### src/rtl/eeprom_pw_pkg.sv
package eeprom_pw_pkg;
  typedef enum logic [1:0] {
    ST_INIT = 2'd0,
    ST_IDLE = 2'd1,
    ST_LOAD = 2'd2,
    ST_PROG = 2'd3
  } pw_state_e;
endpackage

### src/rtl/eeprom_we_filter.sv
// Qualifies the write strobe and measures its low width in samples.
module eeprom_we_filter #(
  parameter int MIN_LOW_CYC = 2
) (
  input  logic clk,
  input  logic rst_n,
  input  logic ce_n,
  input  logic oe_n,
  input  logic we_n,
  output logic qual_low,
  output logic armed,
  output logic rise,
  output logic load
);
  localparam int CW = $clog2(MIN_LOW_CYC + 1) + 1;

  logic [CW-1:0] low_cnt;

  assign qual_low = !ce_n && !we_n && oe_n;

  always_ff @(posedge clk or negedge rst_n) begin
    if (!rst_n) begin
      low_cnt <= '0;
    end else if (qual_low) begin
      if (low_cnt < CW'(MIN_LOW_CYC)) low_cnt <= low_cnt + 1'b1;
    end else begin
      low_cnt <= '0;
    end
  end

  assign armed = (low_cnt >= CW'(MIN_LOW_CYC));
  assign rise  = !qual_low && (low_cnt != '0);
  assign load  = rise && armed;
endmodule

### src/rtl/eeprom_page_buf.sv
// Page register file with per-byte load mask.
module eeprom_page_buf #(
  parameter int ADDR_W     = 13,
  parameter int DATA_W     = 8,
  parameter int PAGE_BYTES = 32
) (
  input  logic                         clk,
  input  logic                         rst_n,
  input  logic                         wr_en,
  input  logic                         clr,
  input  logic [ADDR_W-1:0]            addr,
  input  logic [DATA_W-1:0]            din,
  output logic [ADDR_W-$clog2(PAGE_BYTES)-1:0] page_addr,
  output logic [PAGE_BYTES*DATA_W-1:0] page_data,
  output logic [PAGE_BYTES-1:0]        page_mask
);
  localparam int OFS_W = $clog2(PAGE_BYTES);

  logic [OFS_W-1:0] ofs;
  assign ofs = addr[OFS_W-1:0];

  always_ff @(posedge clk or negedge rst_n) begin
    if (!rst_n) page_addr <= '0;
    else if (wr_en) page_addr <= addr[ADDR_W-1:OFS_W];
  end

  for (genvar i = 0; i < PAGE_BYTES; i++) begin : g_byte
    always_ff @(posedge clk or negedge rst_n) begin
      if (!rst_n) begin
        page_data[i*DATA_W +: DATA_W] <= '0;
        page_mask[i]                  <= 1'b0;
      end else if (wr_en && (ofs == OFS_W'(i))) begin
        page_data[i*DATA_W +: DATA_W] <= din;
        page_mask[i]                  <= 1'b1;
      end else if (clr) begin
        page_mask[i] <= 1'b0;
      end
    end
  end
endmodule

### src/rtl/eeprom_pw_seq.sv
// Sequencer: settling period, byte-load window, programming phase.
// One counter serves all three phases.
module eeprom_pw_seq
  import eeprom_pw_pkg::*;
#(
  parameter int INIT_CYC = 500_000,
  parameter int BLC_CYC  = 10_000_000,
  parameter int PROG_CYC = 500_000
) (
  input  logic clk,
  input  logic rst_n,
  input  logic qual_low,
  input  logic armed,
  input  logic rise,
  input  logic load,
  input  logic commit_ready,
  output logic buf_wr,
  output logic buf_clr,
  output logic commit_valid,
  output logic rdy_busy_n
);
  localparam int MAX_AB = (INIT_CYC > BLC_CYC) ? INIT_CYC : BLC_CYC;
  localparam int MAX_C  = (MAX_AB > PROG_CYC) ? MAX_AB : PROG_CYC;
  localparam int CNT_W  = $clog2(MAX_C + 1);

  pw_state_e        state;
  logic [CNT_W-1:0] cnt;
  logic             prog_end;

  assign buf_wr   = load && ((state == ST_IDLE) || (state == ST_LOAD));
  assign prog_end = (state == ST_PROG) && (cnt == CNT_W'(PROG_CYC - 1)) &&
                    (!commit_valid || commit_ready);
  assign buf_clr  = prog_end;

  always_ff @(posedge clk or negedge rst_n) begin
    if (!rst_n) begin
      state        <= ST_INIT;
      cnt          <= '0;
      commit_valid <= 1'b0;
    end else begin
      case (state)
        ST_INIT: begin
          if (cnt == CNT_W'(INIT_CYC - 1)) begin
            state <= ST_IDLE;
            cnt   <= '0;
          end else begin
            cnt <= cnt + 1'b1;
          end
        end
        ST_IDLE: begin
          if (buf_wr) begin
            state <= ST_LOAD;
            cnt   <= '0;
          end
        end
        ST_LOAD: begin
          if (rise) begin
            cnt <= '0;
          end else if (!qual_low) begin
            if (cnt == CNT_W'(BLC_CYC - 1)) begin
              state        <= ST_PROG;
              cnt          <= '0;
              commit_valid <= 1'b1;
            end else begin
              cnt <= cnt + 1'b1;
            end
          end
        end
        default: begin
          if (commit_valid && commit_ready) commit_valid <= 1'b0;
          if (prog_end) begin
            state <= ST_IDLE;
            cnt   <= '0;
          end else if (cnt != CNT_W'(PROG_CYC - 1)) begin
            cnt <= cnt + 1'b1;
          end
        end
      endcase
    end
  end

  assign rdy_busy_n = !((state == ST_LOAD) || (state == ST_PROG) ||
                        ((state == ST_IDLE) && armed));
endmodule

### src/rtl/eeprom_page_ctrl.sv
module eeprom_page_ctrl #(
  parameter int ADDR_W      = 13,
  parameter int DATA_W      = 8,
  parameter int PAGE_BYTES  = 32,
  parameter int MIN_LOW_CYC = 2,
  parameter int INIT_CYC    = 500_000,
  parameter int BLC_CYC     = 10_000_000,
  parameter int PROG_CYC    = 500_000
) (
  input  logic                                  clk,
  input  logic                                  rst_n,
  input  logic                                  ce_n,
  input  logic                                  oe_n,
  input  logic                                  we_n,
  input  logic [ADDR_W-1:0]                     addr,
  input  logic [DATA_W-1:0]                     din,
  output logic                                  rdy_busy_n,
  output logic                                  commit_valid,
  input  logic                                  commit_ready,
  output logic [ADDR_W-$clog2(PAGE_BYTES)-1:0]  commit_page,
  output logic [PAGE_BYTES*DATA_W-1:0]          commit_data,
  output logic [PAGE_BYTES-1:0]                 commit_mask
);
  logic qual_low, armed, rise, load, buf_wr, buf_clr;

  eeprom_we_filter #(.MIN_LOW_CYC(MIN_LOW_CYC)) u_filt (
    .clk(clk), .rst_n(rst_n), .ce_n(ce_n), .oe_n(oe_n), .we_n(we_n),
    .qual_low(qual_low), .armed(armed), .rise(rise), .load(load)
  );

  eeprom_pw_seq #(
    .INIT_CYC(INIT_CYC), .BLC_CYC(BLC_CYC), .PROG_CYC(PROG_CYC)
  ) u_seq (
    .clk(clk), .rst_n(rst_n), .qual_low(qual_low), .armed(armed),
    .rise(rise), .load(load), .commit_ready(commit_ready),
    .buf_wr(buf_wr), .buf_clr(buf_clr), .commit_valid(commit_valid),
    .rdy_busy_n(rdy_busy_n)
  );

  eeprom_page_buf #(
    .ADDR_W(ADDR_W), .DATA_W(DATA_W), .PAGE_BYTES(PAGE_BYTES)
  ) u_buf (
    .clk(clk), .rst_n(rst_n), .wr_en(buf_wr), .clr(buf_clr),
    .addr(addr), .din(din), .page_addr(commit_page),
    .page_data(commit_data), .page_mask(commit_mask)
  );
endmodule

### config.mk
export PLATFORM = sky130hd
export DESIGN_NAME = eeprom_page_ctrl
export DESIGN_NICKNAME = d
export VERILOG_FILES = /design/src/rtl/eeprom_pw_pkg.sv /design/src/rtl/eeprom_we_filter.sv /design/src/rtl/eeprom_page_buf.sv /design/src/rtl/eeprom_pw_seq.sv /design/src/rtl/eeprom_page_ctrl.sv
export SDC_FILE = /design/constraint.sdc
export NUM_CORES = 1
export LEC_CHECK = 0
export CAP_MARGIN = 20
export CORE_ASPECT_RATIO = 0.6
export CORE_MARGIN = 2
export CORE_UTILIZATION = 53
export CTS_CLUSTER_DIAMETER = 150
export DETAILED_ROUTE_END_ITERATION = 8
export GPL_ROUTABILITY_DRIVEN = 0
export MAX_ROUTING_LAYER = met4
export PLACE_DENSITY_LB_ADDON = 0.1
export SLEW_MARGIN = 10
export SYNTH_ARGS = -nofsm -noshare
export SYNTH_HDL_FRONTEND = slang
export SYNTH_SLANG_ARGS = --single-unit
### constraint.sdc
create_clock -name clk -period 5.02 [get_ports clk]
set_input_delay 0.753 -clock clk [delete_from_list [all_inputs] [get_ports clk]]
set_output_delay 0.753 -clock clk [all_outputs]
set_load 0.05 [all_outputs]
==> qor.yml <==
grt_pass1_vias: 9256
cts_tree: "yes"
grt_pass1_wl_um: 56300
slew-limit-headroom_pct: 24.0
cts_resized: 0
hold_violations: 0
rsz0062_at_grt: "no"
grt_max_degree: 112
synth.area.top_cells: "dfrtp_1 62%, mux2_2 22%, nand2_1 1.7%"
drtPass1Iterations: 5
drt_iter0_markers: 599
htree_levels: 1
placementRows: 44
synth_common_cells: "326 x dfrtp_1, 257 x mux2_2, 59 x nand2_1, 44 x nor2_1, 42 x clkbuf_1"
synth.most_common_cell: "dfrtp_1"
synth_nets: 981
worstSkewPairLatency_ns: 0.56
fmaxAchievable_ghz: 0.270
area_growth_pct: 34.6
rrSetupSlack_ns: 1.33
drive_gt1_share_pct: 25.4
synth_compound_area_share_pct: 4.73
nets: 1300
cts_buffers: 30
postRouteAntennaNets: 0
maxCapViolCount: 0
timing.final.ws_setup_ns: 1.32
synth-xor-area-share_pct: 0
post_drt_via_cell_ratio: 5.68
dieArea_um2: 26000
clockBufferDepth: 3
setup_tns_ns: 0
n_antenna_cell: 0
syn-cell-area_um2: 13100
synth.area.mux_share_pct: 22.3
io_pins: 325
hold_slack_ns: 0.224
pre_cts_ws_ns: 0.841
synth-simple-area-share_pct: 7.73
setup_viol: 0
synth.avg_cell_area_um2: 13.8
p_per_area_nw_per_um2: 330
slew_viol_final: 0
vias: 9134
ys_ff_latch: 326
synth_top_area_share_pct: 62.3
route.detailed.drc: 0
grt-ovfl-total: 0
path_buf_inv: 1
yosysWarnings: 0
synthArstFlopShare_pct: 100
synth_top_area_cell: "dfrtp_1"
startpoint_type: "input port"
critical_path.max_stage_delay_ns: 1.06
yosysUniqueCellTypes: 56
fp.dieW_um: 207
postCtsSetupBuffers: 0
routed_wl_um: 36900
io_buffer_count: 324
cts_hold_buf: 0
dp_hpwl_um: 24500
fin_skew_ns: 0.00991
synth_top_family_by_area: "multiplexers"
synth_ff_type: "dfrtp_1"
min_path_type: "in2async"
synthCells: 946
worst_ep_arrival_time_ns: 4.14
min_period_ns: 3.70
crit_fanout: 14
wl_per_cell_um: 22.9
synth-edff-count: 0
clock-root-buffer: "clkbuf_16"
cts.sinks: 326
cp.required_ns: 5.46
period_share_pct: 73.7
path_cells: "clkdlybuf4s50_1 > or3b_2 > o211ai_1 > nor3b_1 > nand4b_1 > mux2_2"
seq_area_frac_synth_pct: 62.3
status: "complete, no violations"
die_h_um: 126
path_clk_slew_ns: 0.06
grtUsageTotal_pct: 29.5
worstMarginPinSlew_ns: 1.14
vdd_ir_drop_max_uv: 265
critPathKind: "in2reg"
cp-end-kind: "flop"
leakage_uw: 0.00847
crit_family: "simple AND/OR/NAND/NOR gates"
start_util_pct: 54.0
core_region_area_um2: 24200
crit_slowest_cell: "nor3b_1"
synth_fa_ha_area_share_pct: 0.765
antenna_found_initial: 0
## metrics by stage
stage	cell area (µm²)	total power [µW]	utilization [%]	cells
final	17600	5810	72.7	1607
after global routing	17600	6030	72.7	1607
after CTS	17600	5850	72.7	1607
after detailed placement	16600	3560	68.7	1555
after global placement	16600	3540	68.7	1555
after floorplan	13100	3300	-	946
## flip-flops by register name, summed over array words and instances, names as in the netlist
name	flops
u_buf.page_data	256
u_seq.cnt	24
u_buf.page_addr	8
u_buf.page_mask	32
u_seq.state	2
u_seq.commit_valid	1
u_filt.low_cnt	3
## final timing paths
check                                         start              endpoint  cells past startpoint
worst min-delay path                          rst_n  u_buf.page_data[204]                      1
min in group clk                u_buf.page_mask[10]   u_buf.page_mask[10]                      1
worst max-delay path                           we_n  u_buf.page_data[172]                      6
worst max register to register       u_seq.state[0]  u_buf.page_data[172]                      6
max in group asynchronous                     rst_n  u_buf.page_data[196]                      2
worst min register to register  u_buf.page_mask[10]   u_buf.page_mask[10]                      1
## logic make-up after synthesis
| group | Yosys count |
|---|---|
| AO/OA/AOI/OAI | 86 |
| adder cells (fa/ha/maj) | 8 |
| buffers and inverters | 66 |
| flip-flops | 326 |
| multiplexers | 260 |
| AND/OR/NAND/NOR | 200 |
## placed cells by master (no fill, tap or decap), types with 4 or more instances in the layout
| cell | synthesis | final |
|---|---|---|
| ha_1 | 8 | 8 |
| a31oi_1 | 4 | 4 |
| nand3b_1 | 5 | 5 |
| clkdlybuf4s50_1 | 0 | 323 |
| o21ai_0 | 8 | 8 |
| and3_1 | 12 | 12 |
| nand2_1 | 59 | 59 |
| nor2_1 | 44 | 44 |
| nand3_1 | 27 | 27 |
| nor4_1 | 8 | 8 |
| nor3_1 | 4 | 4 |
| buf_4 | 5 | 12 |
| clkinv_2 | 0 | 5 |
| nand4_1 | 8 | 8 |
| dfrtp_1 | 326 | 326 |
| or3_1 | 4 | 4 |
| mux2_2 | 257 | 257 |
| a22oi_1 | 7 | 7 |
| a21o_1 | 26 | 26 |
| nor2b_1 | 4 | 4 |
| a21oi_1 | 9 | 9 |
| inv_1 | 16 | 16 |
| clkbuf_16 | 0 | 31 |
| nand2b_1 | 4 | 4 |
| o31ai_1 | 7 | 7 |
| clkbuf_1 | 42 | 8 |
## power by group
group | switching (µW) | total, µW | internal (µW)
logic | 549 | 797 | 247
clock network | 972 | 2300 | 1320
registers | 40.0 | 2720 | 2680
## routing by layer
layer	vias up	global-route usage, %	routed length (µm)
met2	318	43.4	16600
li1	4008	-	-
met1	4746	40.7	16300
met5	-	-	0
met3	62	7.84	2950
met4	0	8.51	981
## layout make-up
type,count,area (µm²)
inverter,16,60.1
clock buffer,42,847
clock inverter,10,131
timing repair buffer,337,3360
sequential,326,8160
tap,322,403
fill,1656,6610
multi-input combinational,554,4660
No activity file was read; power rests on OpenSTA's default activity.
